==> src/rtl/dbgHaltPkg.sv <==
package dbgHaltPkg;
  typedef enum logic [1:0] {
    SRC_NONE = 2'd0,
    SRC_CMD  = 2'd1,
    SRC_PIN  = 2'd2,
    SRC_EXC  = 2'd3
  } entrySrcT;

  typedef enum logic [1:0] {
    ST_RUN   = 2'd0,
    ST_DRAIN = 2'd1,
    ST_HALT  = 2'd2
  } haltStT;

  // strobes from control to datapath
  typedef struct packed {
    logic buildWr;
    logic buildHi;
    logic execGo;
    logic coreHeld;
  } dpCtlT;
endpackage

==> src/rtl/dbgPinSync.sv <==
module dbgPinSync #(
  parameter int STAGES = 2
) (
  input  logic clk,
  input  logic rstN,
  input  logic pinN,
  output logic pinLevel,
  output logic pinRise
);
  localparam int LAST = STAGES - 1;

  logic [LAST:0] chain;
  logic          prevLevel;

  generate
    for (genvar i = 0; i < STAGES; i++) begin : gStage
      if (i == 0) begin : gFirst
        always_ff @(posedge clk) begin
          if (!rstN) chain[0] <= 1'b1;
          else       chain[0] <= pinN;
        end
      end else begin : gNext
        always_ff @(posedge clk) begin
          if (!rstN) chain[i] <= 1'b1;
          else       chain[i] <= chain[i-1];
        end
      end
    end
  endgenerate

  always_ff @(posedge clk) begin
    if (!rstN) prevLevel <= 1'b1;
    else       prevLevel <= chain[LAST];
  end

  assign pinLevel = chain[LAST];
  assign pinRise  = chain[LAST] & ~prevLevel;
endmodule

==> src/rtl/dbgHaltFsm.sv <==
module dbgHaltFsm
  import dbgHaltPkg::*;
#(
  parameter int EVT_N = 5
) (
  input  logic             clk,
  input  logic             rstN,
  input  logic             cmdBegin,
  input  logic             cmdEnd,
  input  logic             cmdBuild,
  input  logic             buildHi,
  input  logic             cmdExec,
  input  logic             pinLevel,
  input  logic             pinRise,
  input  logic             excEn,
  input  logic [EVT_N-1:0] dbgEvents,
  input  logic             instrBoundary,
  input  logic             coreDrained,
  output dpCtlT            ctl,
  output logic             haltReady,
  output logic [1:0]       entrySrc
);
  haltStT   state, stateNext;
  entrySrcT src, srcNext;
  logic     excReq, exitReq, drainDone;

  assign excReq = excEn & (|dbgEvents);

  // the exit conditions depend on the recorded entry source
  always_comb begin
    unique case (src)
      SRC_PIN: exitReq = pinLevel;
      SRC_CMD,
      SRC_EXC: exitReq = cmdEnd | pinRise;
      default: exitReq = 1'b0;
    endcase
  end

  assign drainDone = (src == SRC_CMD) ? instrBoundary :
                     (src == SRC_PIN) ? coreDrained : 1'b0;

  always_comb begin
    stateNext = state;
    srcNext   = src;
    unique case (state)
      ST_RUN: begin
        if (!pinLevel) begin
          stateNext = ST_DRAIN;
          srcNext   = SRC_PIN;
        end else if (cmdBegin) begin
          stateNext = ST_DRAIN;
          srcNext   = SRC_CMD;
        end else if (excReq) begin
          stateNext = ST_HALT;
          srcNext   = SRC_EXC;
        end
      end
      ST_DRAIN: begin
        if (drainDone) stateNext = ST_HALT;
      end
      ST_HALT: begin
        if (exitReq) begin
          stateNext = ST_RUN;
          srcNext   = SRC_NONE;
        end
      end
      default: begin
        stateNext = ST_RUN;
        srcNext   = SRC_NONE;
      end
    endcase
  end

  always_ff @(posedge clk) begin
    if (!rstN) begin
      state <= ST_RUN;
      src   <= SRC_NONE;
    end else begin
      state <= stateNext;
      src   <= srcNext;
    end
  end

  assign haltReady    = (state == ST_HALT);
  assign entrySrc     = src;
  assign ctl.coreHeld = (state != ST_RUN);
  assign ctl.buildWr  = cmdBuild & haltReady;
  assign ctl.buildHi  = buildHi;
  assign ctl.execGo   = cmdExec & haltReady;
endmodule

==> src/rtl/dbgHaltDp.sv <==
module dbgHaltDp
  import dbgHaltPkg::*;
#(
  parameter int LANE_W = 32,
  parameter int IRQ_N  = 3
) (
  input  logic              clk,
  input  logic              rstN,
  input  dpCtlT             ctl,
  input  logic [LANE_W-1:0] buildData,
  input  logic              laneDone,
  input  logic [IRQ_N-1:0]  irqIn,
  output logic              issueStrobe,
  output logic [LANE_W-1:0] laneWordA,
  output logic [LANE_W-1:0] laneWordB,
  output logic [IRQ_N-1:0]  irqOut
);
  localparam int LANES = 2;

  logic [LANE_W-1:0] laneReg [LANES];
  logic              busy, goNow;
  logic [IRQ_N-1:0]  heldIrq;

  generate
    for (genvar l = 0; l < LANES; l++) begin : gLane
      logic laneSel;
      assign laneSel = (l == 1) ? ctl.buildHi : ~ctl.buildHi;
      always_ff @(posedge clk) begin
        if (!rstN)                      laneReg[l] <= '0;
        else if (ctl.buildWr && laneSel) laneReg[l] <= buildData;
      end
    end
  endgenerate

  assign goNow = ctl.execGo & ~busy;

  always_ff @(posedge clk) begin
    if (!rstN) begin
      busy        <= 1'b0;
      issueStrobe <= 1'b0;
    end else begin
      issueStrobe <= goNow;
      if (goNow)         busy <= 1'b1;
      else if (laneDone) busy <= 1'b0;
    end
  end

  always_ff @(posedge clk) begin
    if (!rstN)             heldIrq <= '0;
    else if (ctl.coreHeld) heldIrq <= heldIrq | irqIn;
    else                   heldIrq <= '0;
  end

  assign irqOut    = ctl.coreHeld ? '0 : (irqIn | heldIrq);
  assign laneWordA = laneReg[0];
  assign laneWordB = laneReg[1];
endmodule

==> src/rtl/dbgHaltTop.sv <==
module dbgHaltTop
  import dbgHaltPkg::*;
#(
  parameter int LANE_W      = 32,
  parameter int EVT_N       = 5,
  parameter int IRQ_N       = 3,
  parameter int SYNC_STAGES = 2
) (
  input  logic              clk,
  input  logic              rstN,
  input  logic              runStopN,
  input  logic              cmdBegin,
  input  logic              cmdEnd,
  input  logic              cmdBuild,
  input  logic              cmdExec,
  input  logic              buildHi,
  input  logic [LANE_W-1:0] buildData,
  input  logic              excEn,
  input  logic [EVT_N-1:0]  dbgEvents,
  input  logic              instrBoundary,
  input  logic              coreDrained,
  input  logic              laneDone,
  input  logic [IRQ_N-1:0]  irqIn,
  output logic              stallCore,
  output logic              haltReady,
  output logic [1:0]        entrySrc,
  output logic              issueStrobe,
  output logic [LANE_W-1:0] laneWordA,
  output logic [LANE_W-1:0] laneWordB,
  output logic [IRQ_N-1:0]  irqOut
);
  logic  pinLevel, pinRise;
  dpCtlT ctl;

  dbgPinSync #(.STAGES(SYNC_STAGES)) uSync (
    .clk(clk), .rstN(rstN), .pinN(runStopN),
    .pinLevel(pinLevel), .pinRise(pinRise)
  );

  dbgHaltFsm #(.EVT_N(EVT_N)) uFsm (
    .clk(clk), .rstN(rstN), .cmdBegin(cmdBegin), .cmdEnd(cmdEnd),
    .cmdBuild(cmdBuild), .buildHi(buildHi), .cmdExec(cmdExec),
    .pinLevel(pinLevel), .pinRise(pinRise), .excEn(excEn),
    .dbgEvents(dbgEvents), .instrBoundary(instrBoundary),
    .coreDrained(coreDrained), .ctl(ctl), .haltReady(haltReady),
    .entrySrc(entrySrc)
  );

  dbgHaltDp #(.LANE_W(LANE_W), .IRQ_N(IRQ_N)) uDp (
    .clk(clk), .rstN(rstN), .ctl(ctl), .buildData(buildData),
    .laneDone(laneDone), .irqIn(irqIn), .issueStrobe(issueStrobe),
    .laneWordA(laneWordA), .laneWordB(laneWordB), .irqOut(irqOut)
  );

  assign stallCore = ctl.coreHeld;
endmodule

==> config.mk <==
export PLATFORM = sky130hd
export DESIGN_NAME = dbgHaltTop
export DESIGN_NICKNAME = d
export VERILOG_FILES = /design/src/rtl/dbgHaltPkg.sv /design/src/rtl/dbgPinSync.sv /design/src/rtl/dbgHaltFsm.sv /design/src/rtl/dbgHaltDp.sv /design/src/rtl/dbgHaltTop.sv
export SDC_FILE = /design/constraint.sdc
export NUM_CORES = 1
export LEC_CHECK = 0
export BUFFER_PORTS_ARGS = -buffer_cell sky130_fd_sc_hd__buf_4
export CORE_ASPECT_RATIO = 1.25
export CORE_MARGIN = 3
export CORE_UTILIZATION = 47
export DETAILED_ROUTE_END_ITERATION = 7
export GPL_TIMING_DRIVEN = 0
export PLACE_DENSITY = 0.79
export SLEW_MARGIN = 30
export SYNTH_ARGS = -nofsm -noshare
export SYNTH_HDL_FRONTEND = slang
export SYNTH_HIERARCHICAL = 1
export SYNTH_SLANG_ARGS = --single-unit
==> constraint.sdc <==
create_clock -name clk -period 4.95 [get_ports clk]
set_input_delay 0.2475 -clock clk [delete_from_list [all_inputs] [get_ports clk]]
set_output_delay 0.2475 -clock clk [all_outputs]
set_load 0.005 [all_outputs]
Word level (Yosys, flattened, before mapping)
Memory sizes are Yosys's and may differ from the RTL's.
Index checks and enable logic that the tools add are counted.
- equal/unequal tests: 8
- multiplexer cells: 25
- bitwise gates (word level): 13
- reductions and logical operators: 10
- operators by type and width (kind ; number):
    $mux 32 ; 2
    $mux 2 ; 8
    $pmux 2 s3 ; 2
    $mux 1 ; 11
    $eq 2x2->1 const B ; 3
    $reduce_and 3->1 ; 2
    $and 1x1->1 ; 5
    $reduce_or 5->1 ; 1
    $eq 2x1->1 const B ; 2
    $ne 4x3->1 const B ; 1
    $not 1->1 ; 4
    $reduce_bool 2->1 ; 2
    $mux 3 ; 1
    $or 1x1->1 ; 3
    $or 3x3->3 ; 1
    $logic_and 1x1->1 ; 2
    $logic_not 2->1 ; 1
    $ne 2x1->1 const B ; 1
    $ne 2x2->1 const B ; 1
    $pmux 1 s2 ; 1
    $reduce_and 2->1 ; 1
    $reduce_or 2->1 ; 1
- flip-flop bits (word level): 12
- RAM bits: 64
- bits of input ports: 52
- output and inout port bits: 72
- word-level logic and storage cells: 65
- memories: 1
- memories (memory ; words ; bits a word ; read ports ; clocked after memory_dff ; wr ports ; RTL line ; text):
    uDp.laneReg ; 2 ; 32 ; 2 ; 0 ; 2 ; dbgHaltDp.sv:20 ; logic [LANE_W-1:0] laneReg [LANES];

Longest topological paths before layout
Gate-level depths: netlist (run 1).
- depth after elaboration: 7
- mapped depth: 6
- mapped depth without buffers: 4

Cells and area by module
Netlist (run 1), hierarchy kept.
- by module, submodules not included (module ; instances ; cells each ; area an instance (um^2) ; seq. area each (um^2)):
    dbgHaltDp ; 1 ; 195 ; 2570.0 ; 2021.9
    dbgHaltFsm ; 1 ; 35 ; 310.3 ; 80.1
    dbgPinSync ; 1 ; 7 ; 92.6 ; 60.1

Worst setup path before layout (run 1)
Ideal clock, no wire load.
- kind: reg-to-reg
- start: register uFsm.state[0]
- end: memory uDp.laneReg[0][0], enable pin
- data arrival time: 3.037 ns
- required time: 4.484 ns
- path slack: 1.447 ns
- cell stages (with the launch flop): 6
- path buffers: 1
- period minus slack after synthesis: 3.503 ns
- cell sequence: dfxtp_1 -> inv_1 -> and3_1 -> buf_2 -> inv_1 -> o21ai_0
- RTL lines (item ; RTL line ; text):
    start, declared ; dbgHaltFsm.sv:23 ; haltStT state, stateNext;
    start signal, assigned ; dbgHaltFsm.sv:79 ; state <= stateNext;
    end, declared ; dbgHaltDp.sv:20 ;

==> run summary, run 1 <==
Post-synthesis cell type count -> 33
Critical hold path startpoint -> runStopN
Pin count of the biggest net entering global routing -> 33
Launch point of the worst reg-to-reg path -> uFsm/state[0]$_SDFFE_PN0P_
Most frequent CP cell -> sky130_fd_sc_hd__buf_2
Vias in the first global route -> 2209
Final max-slew violation count -> 0
Initial core utilization -> 0.498
Number of enable flip-flop cells after synthesis -> 64
Area fraction of the dominant cell type after synthesis -> 0.646
Total clock sinks -> 76
TNS Setup -> 0 ps
DIE AREA -> 0.00732 sq mm
Primary flip-flop cell chosen by synthesis mapping -> sky130_fd_sc_hd__edfxtp_1
PwrDens -> 318 mW/mm^2
Fill cell total of the finished layout -> 437
Highest-count cells in the layout ignoring fill and taps -> sky130_fd_sc_hd__buf_4 (123), sky130_fd_sc_hd__nor2_1 (75), sky130_fd_sc_hd__edfxtp_1 (64)
Hold path cells -> 2
Number of antenna diodes -> 0
Result of the run -> finished, final reports clean
Class of the tightest hold or removal check -> in -> reg
Wire length of the first global-routing pass -> 10.2 mm
Count of routing violations after the opening detailed-route iteration -> 106
Final wirelength -> 6.58 mm
Most frequent standard cell in the layout excluding fill and tap cells -> sky130_fd_sc_hd__buf_4
Worst-Skew Late Latency -> 330 ps
Setup repair after global routing missed its margin -> false
Seq/Total Area, Yosys -> 0.727
Drt via density -> 4.92
Share of synthesized cell area in full adder, half adder and majority cells -> 0
Number of buffers added on ports -> 122
Average detailed-routed wire length per instance -> 14.4 um
Hold violation total from the final report -> 0
Critical path required time -> 4910 ps
Clock input transition at the sequential cells of the worst setup and hold paths -> 70 ps
Detailed-router iteration count before antenna repair -> 4
Number of resized instances in the post-cts repair step -> 0
Die boundary height -> 94.9 um
Number of violations of the max-capacitance limit -> 0
Placed wire-length estimate after detailed placement -> 4.92 mm
Buffer type at the clock tree root -> sky130_fd_sc_hd__clkbuf_8
Synthesis warning total -> 6
Combinational family with the most area after synthesis -> simple AND/OR/NAND/NOR gates
Transition time at the pin with the least slew margin -> 807 ps
CTS Buffer Depth -> 2
Global-route usage over all layers -> 0.182
Library cell occupying the most area in the post-synthesis netlist -> sky130_fd_sc_hd__edfxtp_1
Overall die width -> 77.1 um
Count of H-tree levels built during CTS -> 3
Final setup violation count -> 0
Category of the worst setup path capture point -> register
Peak per-stage delay on the critical path -> 600 ps
Synthesized instance count -> 237
Core ar. -> 0.00597 sq mm
Number of buffers inserted to repair setup after CTS -> 0
Critical Path Slowest Stage Cell -> sky130_fd_sc_hd__nand2_2
Fraction of layout instances using a drive strength above 1 -> 0.415
Hold Crit Endpoint -> uSync/chain[0]$_SDFF_PN1_
Tightest slew margin relative to the limit -> 0.460
Antenna violations before repair -> 0
Residual antenna-violating net count after detailed routing -> 0
Area post-placement -> 0.00402 sq mm
Count of nets after finishing -> 423
Routed vias -> 2252
Total non-filler cell area in the finished layout -> 0.00420 sq mm
Worst path cell trace -> inv_1 > and3_1 > buf_2 > buf_2 > nand2_1 > nand2_2
Arrival time of the worst setup path -> 2120 ps
Remaining global-route overflow -> 0
Xor/xnor share of the synthesized area -> 0
Worst-case reg-to-reg path depth -> 6
Buffers plus inverters on the worst setup path -> 3
Weighted congestion at the end of routability-driven global placement -> 0.784
Complex-gate fraction of the synthesized area -> 0.0324
Mapped Nets -> 289
IO Count -> 124
Maximum clock frequency -> 461 MHz
Relative area change from synthesis to final layout -> 41.4%
Synth async-reset ratio -> 0
Biggest area contributors in the synthesized netlist -> sky130_fd_sc_hd__edfxtp_1 (65%), sky130_fd_sc_hd__nor2_1 (9.5%), sky130_fd_sc_hd__dfxtp_1 (8.1%)
Mux contribution to synthesized area -> 0.00337
Total of hold buffers inserted after clock tree synthesis -> 0
R2R Setup Slk -> 2780 ps
Reg-to-Reg End -> uDp/laneReg[1][30]$_SDFFCE_PN0P_
TritonCTS clock tree -> yes
Simple-gate share of the synthesized area -> 0.200
Post-detailed-route DRC marker count -> 0
Static power due to leakage -> 1.77 nW
Time the final worst path needs with I/O delays and setup -> 2170 ps
Number of register bits inferred by synthesis -> 76
Post-Synthesis Mean Instance Area -> 12.5 sq um
Number of cell rows -> 31
Num CTS Buffers -> 9
Area of the mapped netlist -> 0.00297 sq mm
Cell family contributing the most delay on the critical path -> simple AND/OR/NAND/NOR gates
Class of the most critical setup path -> reg -> reg
Startpoint types -> register
Worst ir drop on vdd -> 0.000163 V
Clock Skews -> 10.8 ps
Portion of the clock cycle consumed by the worst path in the final layout -> 0.438
CP max FO -> 32
## report_power, final
group | internal, mW | switching, mW
Clock | 0.231 | 0.203
Sequential | 0.725 | 0.0155
Combinational | 0.0881 | 0.0735
Total | 1.04 | 0.292
## how the worst max path moves through the flow
stage	startpoint	to	cells after the start
finish	uFsm/state[0]$_SDFFE_PN0P_	uDp/laneReg[1][30]$_SDFFCE_PN0P_	6
floorplan	uFsm/state[0]$_SDFFE_PN0P_	uDp/laneReg[0][0]$_SDFFCE_PN0P_	5
global placement	uFsm/state[0]$_SDFFE_PN0P_	uDp/laneReg[0][20]$_SDFFCE_PN0P_	5
global route	uFsm/state[0]$_SDFFE_PN0P_	uDp/laneReg[1][30]$_SDFFCE_PN0P_	6
CTS	uFsm/state[0]$_SDFFE_PN0P_	uDp/laneReg[1][29]$_SDFFCE_PN0P_	6
detailed placement	uFsm/state[0]$_SDFFE_PN0P_	uDp/laneReg[1][20]$_SDFFCE_PN0P_	6
## registers in the layout, summed over array words and instances, names as in the netlist
name / count
uSync/prevLevel: 1
uDp/busy: 1
uDp/heldIrq: 3
uFsm/state: 2
uFsm/entrySrc: 2
uSync/chain: 1
uDp/issueStrobe: 1
uSync/pinLevel: 1
uDp/laneReg: 64
## kinds of logic (layout without fill, tap and decap cells)
family | after synthesis | after routing
AOI/OAI and AO/OA | 12 | 12
and+or+nand+nor | 133 | 133
buffers and inverters | 15 | 154
DFF | 76 | 76
muxes | 1 | 1
## per-stage QoR
stage / util / hold WS (ps) / total power, mW / setup WS [ps] / instances
after floorplan: - / 321 / 0.815 / 1450 / 237
after global placement: 0.668 / 389 / 0.913 / 343 / 441
after detailed placement: 0.673 / 404 / 0.917 / 2780 / 442
after CTS: 0.704 / 83.2 / 1.35 / 2770 / 458
after global routing: 0.704 / 99.1 / 1.39 / 2670 / 458
final: 0.704 / 101 / 1.33 / 2780 / 458
## cell usage after synthesis (3+ instances only)
| cell | number |
|---|---|
| sky130_fd_sc_hd__buf_2 | 4 |
| sky130_fd_sc_hd__buf_6 | 6 |
| sky130_fd_sc_hd__dfxtp_1 | 12 |
| sky130_fd_sc_hd__edfxtp_1 | 64 |
| sky130_fd_sc_hd__inv_1 | 4 |
| sky130_fd_sc_hd__nand2_1 | 39 |
| sky130_fd_sc_hd__nand2b_1 | 3 |
| sky130_fd_sc_hd__nor2_1 | 75 |
## per-layer routing
layer	track usage	up-vias	share of wire
met5	0	-	0
met1	0.193	1041	0.38
li1	-	1079	-
met3	0.0649	12	0.086
met2	0.319	120	0.52
met4	0.0935	0	0.016
## area by class of cell
class / instances / area [sq um] / share of cell area
clock buffer: 11 / 131 / 0.0313
clock inverter: 5 / 52.6 / 0.0125
tap: 82 / 103 / 0.0244
sequential: 76 / 2160 / 0.514
buffer: 11 / 95.1 / 0.0226
multi-input combinational: 146 / 714 / 0.170
inverter: 4 / 15.0 / 0.00357
timing repair buffer: 123 / 931 / 0.221
Power figures use the tool's default switching activity.
==> run 2, diff against run 1 <==
--- a/config.mk
+++ b/config.mk
@@ -5,10 +5,11 @@
 export SDC_FILE = /design/constraint.sdc
 export NUM_CORES = 1
 export LEC_CHECK = 0
+export ABC_AREA = 1
 export BUFFER_PORTS_ARGS = -buffer_cell sky130_fd_sc_hd__buf_4
 export CORE_ASPECT_RATIO = 1.25
 export CORE_MARGIN = 3
-export CORE_UTILIZATION = 47
+export CORE_UTILIZATION = 48
 export DETAILED_ROUTE_END_ITERATION = 7
 export GPL_TIMING_DRIVEN = 0
 export PLACE_DENSITY = 0.79
==> constraint.sdc (replaced) <==
create_clock -name clk -period 2.2 [get_ports clk]
set_input_delay 0.11 -clock clk [delete_from_list [all_inputs] [get_ports clk]]
set_output_delay 0.11 -clock clk [all_outputs]
set_load 0.005 [all_outputs]
==> run summary, run 2 <==
Result of the run -> finished, final reports clean
Area of the mapped netlist -> 0.00312 sq mm (+4.9%)
Setup repair after global routing missed its margin -> false
Total clock sinks -> 76 (unchanged)
Number of violations of the max-capacitance limit -> 0 (unchanged)
Count leader, synth -> sky130_fd_sc_hd__edfxtp_1
Non-filler cells in the finished layout -> 498 (+8.7%)
Final max-slew violation count -> 0 (unchanged)
Clock input transition at the sequential cells of the worst setup and hold paths -> 70 ps (about the same)
Biggest area contributors in the synthesized netlist -> sky130_fd_sc_hd__edfxtp_1 (62%), sky130_fd_sc_hd__dfxtp_1 (7.7%), sky130_fd_sc_hd__inv_1 (6.6%)
Number of register bits inferred by synthesis -> 76 (unchanged)
Most instantiated cells after synthesis -> sky130_fd_sc_hd__edfxtp_1 (64), sky130_fd_sc_hd__inv_1 (55), sky130_fd_sc_hd__nor2_1 (50)
Remaining global-route overflow -> 0 (unchanged)
Synthesis warning total -> 6 (unchanged)
Launch point of the worst reg-to-reg path -> uFsm/state[1]$_SDFFE_PN0P_
Design Power -> 3.81 mW (+190%)
Wire length of the first global-routing pass -> 10.1 mm (-0.20%)
Arrival time of the worst setup path -> 2010 ps (-110 ps)
Worst ir drop on vdd -> 0.000636 V (+290%)
Final wirelength -> 6.62 mm (+0.53%)
Overall die width -> 78.1 um (+1.3%)
Count of H-tree levels built during CTS -> 3 (unchanged)
Core ar. -> 0.00625 sq mm (+4.6%)
Detailed-router iteration count before antenna repair -> 4 (unchanged)
Number of enable flip-flop cells after synthesis -> 64 (unchanged)
Synth async-reset ratio -> 0 (unchanged)
DIE AREA -> 0.00751 sq mm (+2.5%)
Final setup violation count -> 0 (unchanged)
Most Crowded Layer GR -> met2
Library cell occupying the most area in the post-synthesis netlist -> sky130_fd_sc_hd__edfxtp_1
Fraction of layout instances using a drive strength above 1 -> 0.479 (+0.0645)
Highest-count cells in the layout ignoring fill and taps -> sky130_fd_sc_hd__buf_4 (126), sky130_fd_sc_hd__edfxtp_1 (64), sky130_fd_sc_hd__inv_1 (55)
Critical hold path startpoint -> laneDone
Biggest register -> uDp/laneReg
Routing usage on met3 -> 0.0571 (-0.00777)
Area fraction of the dominant cell type after synthesis -> 0.616 (-0.0303)
Maximum clock frequency -> 509 MHz (+10%)
Post-Synthesis Mean Instance Area -> 11.6 sq um (-7.2%)
Post-synthesis cell type count -> 17 (-48%)
Count of nets after finishing -> 460 (+8.7%)
Critical path required time -> 2250 ps (-2660 ps)
Transition time at the pin with the least slew margin -> 415 ps (-393 ps)
Most frequent standard cell in the layout excluding fill and tap cells -> sky130_fd_sc_hd__buf_4
Synthesized instance count -> 268 (+13%)
Antenna violations before repair -> 0 (unchanged)
Drt via density -> 4.48 (-8.8%)
Number of buffers added on ports -> 122 (unchanged)
Worst-Skew Late Latency -> 340 ps (about the same)
Vias in the first global route -> 2186 (-1.0%)
Met1 capacity usage during global routing -> 0.197 (+0.00388)
Weighted congestion at the end of routability-driven global placement -> 0.821 (+4.8%)
Clock Skews -> 9.26 ps (-1.52 ps)
Largest registers in the final layout -> uDp/laneReg x64, uDp/heldIrq x3
Number of resized instances in the post-cts repair step -> 0 (unchanged)
Class of the most critical setup path -> reg -> reg
Tightest slew margin relative to the limit -> 0.723 (+0.263)
Count of routing violations after the opening detailed-route iteration -> 87 (-18%)
Num CTS Buffers -> 9 (unchanged)
Placed wire-length estimate after detailed placement -> 5.01 mm (+1.8%)
Residual antenna-violating net count after detailed routing -> 0 (unchanged)
Mapped Nets -> 320 (+11%)
Static power due to leakage -> 2.13 nW (+21%)
Seq/Total Area, Yosys -> 0.693 (-0.0341)
Relative area change from synthesis to final layout -> 43.8%
Primary flip-flop cell chosen by synthesis mapping -> sky130_fd_sc_hd__edfxtp_1
Total non-filler cell area in the finished layout -> 0.00449 sq mm (+6.7%)
Category of the worst setup path capture point -> register
Hold violation total from the final report -> 0 (unchanged)
Max reg flops -> 64 (unchanged)
Average detailed-routed wire length per instance -> 13.3 um (-7.5%)
Post-detailed-route DRC marker count -> 0 (unchanged)
Pin count of the biggest net entering global routing -> 21 (-36%)
TritonCTS clock tree -> yes
Initial core utilization -> 0.499 (+0.00170)
Startpoint types -> register
CP max FO -> 20 (-38%)
Number of cell rows -> 32 (+3.2%)
Worst Setup SP -> uFsm/state[1]$_SDFFE_PN0P_
Global-route usage over all layers -> 0.178 (-0.00390)
Met2 Usage GRT -> 0.326 (+0.00655)
PwrDens -> 849 mW/mm^2 (+170%)
Number of antenna diodes -> 0 (unchanged)
IO Count -> 124 (unchanged)
Area post-placement -> 0.00422 sq mm (+4.9%)
Die boundary height -> 96.1 um (+1.3%)
Time the final worst path needs with I/O delays and setup -> 1970 ps (-202 ps)
Buffer type at the clock tree root -> sky130_fd_sc_hd__clkbuf_8
TNS Setup -> 0 ps (unchanged)
Total placed cells including tap cells -> 477 (+7.9%)
Routed vias -> 2233 (-0.84%)
Portion of the clock cycle consumed by the worst path in the final layout -> 0.893 (+0.455)
CTS Buffer Depth -> 2 (unchanged)
Class of the tightest hold or removal check -> in -> reg
run 2: kinds of logic after synthesis:
family,count (synthesis),synth area share
buffers and inverters,66,0.0951
AO/OA/AOI/OAI,14,0.0233
AND/OR/NAND/NOR,112,0.189
flip-flops,76,0.693
run 2: layout make-up:
| type | instances | area (sq um) |
|---|---|---|
| Sequential cell | 76 | 2160 |
| Inverter | 59 | 221 |
| Clock inverter | 7 | 90.1 |
| Buffer | 7 | 75.1 |
| Timing Repair Buffer | 129 | 1020 |
| Fill cell | 453 | 1760 |
| Multi-Input combinational cell | 126 | 683 |
| Clock buffer | 9 | 124 |
| Tap cell | 85 | 106 |
run 2: critical path, stage by stage (launching register included):
cell                      delay [ps]
sky130_fd_sc_hd__dfxtp_1         410
sky130_fd_sc_hd__inv_2            60
sky130_fd_sc_hd__nor2_4          130
sky130_fd_sc_hd__inv_1            70
sky130_fd_sc_hd__nor2_1          330
sky130_fd_sc_hd__inv_1           200
sky130_fd_sc_hd__o21ai_4         270
sky130_fd_sc_hd__buf_16          200
run 2: worst paths after layout:
kind                                                    endpoint  slack, ps  cells past startpoint
worst max-delay path            uDp/laneReg[1][30]$_SDFFCE_PN0P_        230                      7
worst max register to register  uDp/laneReg[1][30]$_SDFFCE_PN0P_        230                      7
worst min-delay path                       uDp/busy$_SDFFE_PN0P_         20                      4
worst min register to register         uSync/pinLevel$_SDFF_PN1_        410                      2
run 2: routing by layer:
| metal | part of all wire | vias up | wire length [um] |
|---|---|---|---|
| met5 | 0 | - | 0 |
| met4 | 0.0073 | 0 | 48 |
| met3 | 0.083 | 6 | 552 |
| met2 | 0.54 | 101 | 3550 |
| met1 | 0.37 | 1008 | 2460 |
| li1 | - | 1118 | - |
run 2: stage by stage:
step | setup slack, ps | util | hold slack, ps
3_3_place_gp | -626 | 0.664 | 282
5_1_grt | 102 | 0.718 | 14.0
6_report | 235 | 0.718 | 24.5
4_1_cts | 241 | 0.718 | 4.21
2_1_floorplan | -114 | - | 179
3_5_place_dp | -34.7 | 0.675 | 287
run 2: what timing repair did:
action,in CTS,in global routing
endpoints found under the setup margin,38,0
buffers inserted,4,0
hold endpoints to repair,1,0
hold buffers,1,0
run 2: power breakdown:
part | total, mW | internal (mW) | switching, mW
clock network | 1.11 | 0.634 | 0.481
registers | 1.82 | 1.74 | 0.0792
logic | 0.877 | 0.430 | 0.447
total | 3.81 | 2.80 | 1.01
